===== src/rtl/ber_pkg.sv =====
package ber_pkg;
  // register addresses
  localparam logic [2:0] ADDR_CTRL = 3'd0;
  localparam logic [2:0] ADDR_STAT = 3'd1;
  localparam logic [2:0] ADDR_WARN = 3'd2;
  localparam logic [2:0] ADDR_DOWN = 3'd3;
  localparam logic [2:0] ADDR_WIN  = 3'd4;
  localparam logic [2:0] ADDR_CNT  = 3'd5;
  // control bits
  localparam int CTL_WARN_EN = 0;
  localparam int CTL_DOWN_EN = 1;
  localparam int CTL_RESTORE = 2;
  // status bits
  localparam int ST_WARN = 0;
  localparam int ST_DOWN = 1;
  localparam int ST_LINK = 2;
endpackage


===== src/rtl/ber_window_counter.sv =====
module ber_window_counter #(
  parameter int CNT_W = 16,
  parameter int WIN_W = 16
) (
  input  logic             clk,
  input  logic             rst_n,
  input  logic             err_evt,
  input  logic [WIN_W-1:0] win_len,
  input  logic             win_wr,
  output logic [CNT_W-1:0] cnt,
  output logic             win_end
);
  localparam logic [CNT_W-1:0] CMAX = {CNT_W{1'b1}};

  logic [WIN_W-1:0] timer;

  function automatic logic [CNT_W-1:0] sat_inc(input logic [CNT_W-1:0] v);
    return (v == CMAX) ? v : v + 1'b1;
  endfunction

  assign win_end = (win_len != '0) && (timer == win_len - 1'b1) && !win_wr;

  always_ff @(posedge clk) begin
    if (!rst_n) begin
      timer <= '0;
    end else if (win_wr || win_end || win_len == '0) begin
      timer <= '0;
    end else begin
      timer <= timer + 1'b1;
    end
  end

  always_ff @(posedge clk) begin
    if (!rst_n) begin
      cnt <= '0;
    end else if (win_end) begin
      cnt <= err_evt ? CNT_W'(1) : '0;
    end else if (err_evt) begin
      cnt <= sat_inc(cnt);
    end
  end

  // a full counter stays full unless a window ends
  a_r3_no_overflow: assert property (@(posedge clk) disable iff (!rst_n)
    (cnt == CMAX && !win_end) |=> cnt == CMAX);
  // a window end leaves at most the one new event
  a_r12_window_clear: assert property (@(posedge clk) disable iff (!rst_n)
    win_end |=> cnt <= CNT_W'(1));
  // without an event and window end the count holds
  a_r2_hold: assert property (@(posedge clk) disable iff (!rst_n)
    (!err_evt && !win_end) |=> $stable(cnt));
endmodule


===== src/rtl/ber_severity.sv =====
module ber_severity #(
  parameter int CNT_W = 16
) (
  input  logic             clk,
  input  logic             rst_n,
  input  logic [CNT_W-1:0] cnt,
  input  logic [CNT_W-1:0] warn_lim,
  input  logic [CNT_W-1:0] down_lim,
  input  logic             clr_warn,
  input  logic             clr_down,
  input  logic             restore,
  output logic             warn_hit,
  output logic             down_hit,
  output logic             warn_sts,
  output logic             down_sts,
  output logic             link_up
);
  function automatic logic exceeds(input logic [CNT_W-1:0] v, input logic [CNT_W-1:0] lim);
    return v > lim;
  endfunction

  assign down_hit = exceeds(cnt, down_lim);
  // an inverted pair still warns on take-down
  assign warn_hit = exceeds(cnt, warn_lim) || down_hit;

  always_ff @(posedge clk) begin
    if (!rst_n) begin
      warn_sts <= 1'b0;
      down_sts <= 1'b0;
      link_up  <= 1'b1;
    end else begin
      warn_sts <= (warn_sts && !clr_warn) || warn_hit;
      down_sts <= (down_sts && !clr_down) || down_hit;
      if (down_hit)     link_up <= 1'b0;
      else if (restore) link_up <= 1'b1;
    end
  end

  // sticky unless cleared
  a_r9_warn_sticky: assert property (@(posedge clk) disable iff (!rst_n)
    (warn_sts && !clr_warn) |=> warn_sts);
  a_r9_down_sticky: assert property (@(posedge clk) disable iff (!rst_n)
    (down_sts && !clr_down) |=> down_sts);
  // a downed link needs a restore request
  a_r11_stay_down: assert property (@(posedge clk) disable iff (!rst_n)
    (!link_up && !restore) |=> !link_up);
  // take-down status never appears without the warning
  a_r8_both: assert property (@(posedge clk) disable iff (!rst_n)
    $rose(down_sts) |-> warn_sts);
endmodule


===== src/rtl/ber_regs.sv =====
module ber_regs
  import ber_pkg::*;
#(
  parameter int DATA_W = 16,
  parameter int CNT_W  = 16,
  parameter int WIN_W  = 16
) (
  input  logic              clk,
  input  logic              rst_n,
  input  logic              reg_we,
  input  logic [2:0]        reg_addr,
  input  logic [DATA_W-1:0] reg_wdata,
  input  logic              warn_sts,
  input  logic              down_sts,
  input  logic              link_up,
  input  logic [CNT_W-1:0]  cnt,
  output logic              warn_en,
  output logic              down_en,
  output logic [CNT_W-1:0]  warn_lim,
  output logic [CNT_W-1:0]  down_lim,
  output logic [WIN_W-1:0]  win_len,
  output logic              win_wr,
  output logic              clr_warn,
  output logic              clr_down,
  output logic              restore,
  output logic [DATA_W-1:0] reg_rdata
);
  logic wr_ctrl, wr_stat;

  assign wr_ctrl  = reg_we && reg_addr == ADDR_CTRL;
  assign wr_stat  = reg_we && reg_addr == ADDR_STAT;
  assign win_wr   = reg_we && reg_addr == ADDR_WIN;
  assign clr_warn = wr_stat && reg_wdata[ST_WARN];
  assign clr_down = wr_stat && reg_wdata[ST_DOWN];
  assign restore  = wr_ctrl && reg_wdata[CTL_RESTORE];

  always_ff @(posedge clk) begin
    if (!rst_n) begin
      warn_en  <= 1'b0;
      down_en  <= 1'b0;
      warn_lim <= '1;
      down_lim <= '1;
      win_len  <= '0;
    end else if (reg_we) begin
      case (reg_addr)
        ADDR_CTRL: begin
          warn_en <= reg_wdata[CTL_WARN_EN];
          down_en <= reg_wdata[CTL_DOWN_EN];
        end
        ADDR_WARN: warn_lim <= reg_wdata[CNT_W-1:0];
        ADDR_DOWN: down_lim <= reg_wdata[CNT_W-1:0];
        ADDR_WIN:  win_len  <= reg_wdata[WIN_W-1:0];
        default: ;
      endcase
    end
  end

  always_comb begin
    reg_rdata = '0;
    case (reg_addr)
      ADDR_CTRL: begin
        reg_rdata[CTL_WARN_EN] = warn_en;
        reg_rdata[CTL_DOWN_EN] = down_en;
      end
      ADDR_STAT: begin
        reg_rdata[ST_WARN] = warn_sts;
        reg_rdata[ST_DOWN] = down_sts;
        reg_rdata[ST_LINK] = link_up;
      end
      ADDR_WARN: reg_rdata = DATA_W'(warn_lim);
      ADDR_DOWN: reg_rdata = DATA_W'(down_lim);
      ADDR_WIN:  reg_rdata = DATA_W'(win_len);
      ADDR_CNT:  reg_rdata = DATA_W'(cnt);
      default:   reg_rdata = '0;
    endcase
  end
endmodule


===== src/rtl/ber_monitor.sv =====
module ber_monitor #(
  parameter int DATA_W = 16,
  parameter int CNT_W  = 16,
  parameter int WIN_W  = 16
) (
  input  logic              clk,
  input  logic              rst_n,
  input  logic              err_evt,
  input  logic              reg_we,
  input  logic [2:0]        reg_addr,
  input  logic [DATA_W-1:0] reg_wdata,
  output logic [DATA_W-1:0] reg_rdata,
  output logic              resync_req,
  output logic              link_up,
  output logic              irq
);
  logic             warn_en, down_en, win_wr, clr_warn, clr_down, restore;
  logic [CNT_W-1:0] warn_lim, down_lim, cnt;
  logic [WIN_W-1:0] win_len;
  logic             win_end, warn_hit, down_hit, warn_sts, down_sts;

  ber_regs #(.DATA_W(DATA_W), .CNT_W(CNT_W), .WIN_W(WIN_W)) u_regs (
    .clk(clk), .rst_n(rst_n), .reg_we(reg_we), .reg_addr(reg_addr),
    .reg_wdata(reg_wdata), .warn_sts(warn_sts), .down_sts(down_sts),
    .link_up(link_up), .cnt(cnt), .warn_en(warn_en), .down_en(down_en),
    .warn_lim(warn_lim), .down_lim(down_lim), .win_len(win_len),
    .win_wr(win_wr), .clr_warn(clr_warn), .clr_down(clr_down),
    .restore(restore), .reg_rdata(reg_rdata));

  ber_window_counter #(.CNT_W(CNT_W), .WIN_W(WIN_W)) u_cnt (
    .clk(clk), .rst_n(rst_n), .err_evt(err_evt), .win_len(win_len),
    .win_wr(win_wr), .cnt(cnt), .win_end(win_end));

  ber_severity #(.CNT_W(CNT_W)) u_sev (
    .clk(clk), .rst_n(rst_n), .cnt(cnt), .warn_lim(warn_lim),
    .down_lim(down_lim), .clr_warn(clr_warn), .clr_down(clr_down),
    .restore(restore), .warn_hit(warn_hit), .down_hit(down_hit),
    .warn_sts(warn_sts), .down_sts(down_sts), .link_up(link_up));

  always_ff @(posedge clk) begin
    if (!rst_n) resync_req <= 1'b0;
    else        resync_req <= err_evt;
  end

  assign irq = (warn_sts && warn_en) || (down_sts && down_en);

  // one request per event, in the following cycle
  a_r4_resync: assert property (@(posedge clk) disable iff (!rst_n)
    err_evt |=> resync_req);
  a_r4_no_spurious: assert property (@(posedge clk) disable iff (!rst_n)
    !err_evt |=> !resync_req);
  // a count over the take-down limit drops the link
  a_r6_takedown: assert property (@(posedge clk) disable iff (!rst_n)
    (cnt > down_lim) |=> (!link_up && down_sts));
  // a count over the warning limit flags the warning
  a_r5_warn: assert property (@(posedge clk) disable iff (!rst_n)
    (cnt > warn_lim) |=> warn_sts);
endmodule


===== config.mk =====
export PLATFORM = sky130hd
export DESIGN_NAME = ber_monitor
export DESIGN_NICKNAME = d
export VERILOG_FILES = /design/src/rtl/ber_pkg.sv /design/src/rtl/ber_window_counter.sv /design/src/rtl/ber_severity.sv /design/src/rtl/ber_regs.sv /design/src/rtl/ber_monitor.sv
export SDC_FILE = /design/constraint.sdc
export NUM_CORES = 1
export LEC_CHECK = 0
export ABC_CLOCK_PERIOD_IN_PS = 7300
export BUFFER_PORTS_ARGS = -buffer_cell sky130_fd_sc_hd__buf_2
export CORE_MARGIN = 5
export CORE_UTILIZATION = 40
export CTS_BUF_LIST = sky130_fd_sc_hd__clkbuf_16
export DETAILED_ROUTE_END_ITERATION = 7
export SLEW_MARGIN = 40
export SYNTH_ARGS = -nofsm -noshare
export SYNTH_HDL_FRONTEND = slang
export SYNTH_SLANG_ARGS = --single-unit

===== constraint.sdc =====
create_clock -name clk -period 7.3 [get_ports clk]
set_input_delay 0.365 -clock clk [delete_from_list [all_inputs] [get_ports clk]]
set_output_delay 0.365 -clock clk [all_outputs]
set_load 0.01 [all_outputs]

==> out/metrics.csv <==
stage,metric,value,unit
place,postPlaceCellArea,5590,sq um
route,ant_nets,0,
clock_tree,clk-insertion-delay-late,0.34,ns
sta,period_needed,2.89,ns
yosys,yosys_register_bits,86,
final_layout,finalNetCount,713,
clock_tree,cts_buffer_depth,2,
clock_tree,cts_setup_buffers,0,
yosys,syn_nets,693,
place,place_hpwl,10500,microns
floorplanning,io_pins,42,
grt,grt.total_usage,17.8,%
clock_tree,cts_made_buffers,9,
clock_tree,htree_num_levels,3,
yosys,ys_top_cells_by_count,"86 x dfxtp_1, 83 x nand2_1, 43 x nor2_1",
worst_setup_path,r2r_end,u_cnt.cnt[4],
route,viasPerCell,5.49,
pwr,pwr_density_cell,180,nW/um^2
yosys,synth_edf_count,0,
sta,slew_headroom,52.8,%
yosys,synth_top_area_share,32.4,%
route,wire_per_inst,16.8,microns
worst_setup_path,worstSetupEndpoint,u_cnt.cnt[4],
min_path,hp-class,in -> reg,
sta,fin_crit_sh,39.6,%
yosys,yosysWarnings,0,
yosys,syn_inst,634,
worst_setup_path,worstRegToRegCells,7,
yosys,synthArstFlopShare,0,%
sta,clock-skew-final,0.00668,ns
final_layout,fin_area,5860,sq um
worst_setup_path,worstPathMaxFanout,15,
route,firstDrtPassIters,5,
sta,clock.fmax,346,MHz
job,cap_violations,0,
yosys,ys_seq_area_share,32.4,%
grt,grt_overflow_total,0,
final_layout,final_cells,834,
worst_setup_path,startpoint,u_regs.win_len[7],
grt,grt_pass1_vias,4284,
yosys,synth_most_common_cell,dfxtp_1,
worst_setup_path,cp-start-kind,register,
worst_setup_path,end_kind,register,
clock_tree,ctsResizeCount,0,
sta,finalHoldViolations,0,
clock_tree,cts_root_buffer,clkbuf_16,
final_layout,num_antenna_cells,0,
final_layout,drive_gt1_share,10.6,%
floorplanning,dieArea,15700,sq um
floorplanning,core,13100,sq um
run_status,status,"finished, final reports clean",
worst_setup_path,crit_required,7.50,ns
yosys,synth-main-ff-cell,dfxtp_1,
route,drt-total-wl,14000,microns
yosys,synth.largest_area_cell,dfxtp_1,
final_layout,area_growth,10.4,%
worst_setup_path,cp.arrival,3.09,ns
sta,setup_viol,0,
yosys,synth_area_leaders,"dfxtp_1 32%, ha_1 8.5%, mux2i_1 6.0%",
floorplanning,die_w,125,microns
grt,grt_max_degree,58,
yosys,yosys.cell_types.count,60,
floorplanning,initial_core_util,40.4,%
worst_setup_path,r2r_start,u_regs.win_len[7],
sta,slew_viol_final,0,
clock_tree,ctsHoldBuffers,0,
floorplanning,die_y,125,microns
grt,antenna_found_initial,0,
place,place_inst,819,
place,place.gp.congestion,0.862,
floorplanning,rows,42,
route,dr_total_vias,4579,
clock_tree,clkSinkCount,86,
grt,grt_pass1_wl,22500,microns
sta,tightestPinTransition,0.708,ns
worst_setup_path,path_class,reg -> reg,
sta,setup_tns,0,ns
yosys,synth_area,5310,sq um
pwr,irDropWorstVdd,0.000122,V
worst_setup_path,r2r_slack,4.41,ns
yosys,syn_area_per_cell,8.38,sq um
place,port_buffers,41,
sta,grt_setup_unrepaired,false,
clock_tree,cts_tree,done,
route,drt-initial-drc-count,296,
route,drc,0,
clock_tree,path_clk_slew,0.06,ns
pwr,power.leakage,0.00260,uW
layout by cell type, fill, tap and decap left out, types with 7 or more instances in the layout:
cell       netlist  layout
inv_1           37      37
xor2_1          28      28
o22ai_1         13      13
nand2_1         83      83
nor3_1          16      16
and3_1           7       7
nor2_1          43      41
clkbuf_16        0       9
mux2i_1         32      32
buf_2            2      39
xnor2_1         24      24
nand4_1         18      18
nand3_1         16      16
a21oi_1         12      12
and2_1          14      14
o21ai_0         11      11
o211ai_1        32      32
a21boi_0        18      18
ha_1            36      36
dfxtp_1         86      86
nor2b_1          9       9
state kept, by name (all words and copies together) (netlist names):
| signal | cells |
|---|---|
| u_cnt.cnt | 16 |
| u_cnt.timer | 16 |
| u_regs.down_lim | 16 |
| u_regs.warn_lim | 16 |
| u_regs.win_len | 16 |
| resync_req | 1 |
| u_regs.down_en | 1 |
| u_regs.warn_en | 1 |
| u_sev.down_sts | 1 |
| u_sev.link_up | 1 |
| u_sev.warn_sts | 1 |
critical path: stages (launching register included):
cell and delay, ns:
dfxtp_1 0.37, nor3_1 0.54, nand3_2 0.18, or4_1 0.44, a211oi_2 0.26, o211ai_2 0.21
o31ai_4 0.62, nor3_1 0.13
metrics by stage:
step	hold slack, ns	utilization, %	worst slack, ns	total power [uW]
after floorplan	0.451	-	4.69	587
after global placement	0.473	42.5	4.54	623
after detailed placement	0.489	42.5	4.41	626
after CTS	0.281	44.6	4.40	1070
after global routing	0.294	44.6	4.12	1100
final	0.295	44.6	4.41	1060
per-layer routing:
layer / global-route usage [%] / share of wire, % / up-vias
met3: 2.47 / 4.0 / 14
met5: 0 / 0 / -
met1: 24.7 / 48 / 2186
met2: 28.3 / 46 / 105
met4: 6.25 / 1.6 / 0
li1: - / - / 2274
final cells by class:
class,instances,area [sq um]
Clock buffer,9,225
Clock inverter,6,53.8
Fill cell,1351,7270
Inverter,37,139
Multi-Input combinational cell,476,3270
Sequential cell,86,1720
Tap cell,176,220
Timing Repair Buffer,44,233
worst min-delay path by stage:
stage	cells after the start	from	slack, ns	end
floorplan	1	u_cnt.timer[0]	0.45	u_cnt.timer[0]
global placement	1	u_cnt.timer[0]	0.47	u_cnt.timer[0]
detailed placement	1	u_cnt.timer[0]	0.49	u_cnt.timer[0]
CTS	3	reg_wdata[13]	0.28	u_regs.down_lim[13]
global route	3	reg_wdata[13]	0.29	u_regs.down_lim[13]
finish	3	reg_wdata[13]	0.30	u_regs.down_lim[13]
cell families after synthesis:
family / synth area share (%)
AND/OR/NAND/NOR: 22.4
AO/OA/AOI/OAI: 15.8
flip-flops: 32.4
buffers and inverters: 6.08
XOR/XNOR: 8.57
adder cells (fa/ha/maj): 8.48
multiplexers: 6.24
power breakdown:
group | total (uW) | internal [uW] | leakage, uW | switching (uW)
sequential | 490 | 480 | 0.000698 | 10.5
clock | 442 | 259 | 0.000134 | 183
combinational | 125 | 50.1 | 0.00177 | 74.9
total | 1060 | 789 | 0.00260 | 269
Power figures use the tool's default switching activity.
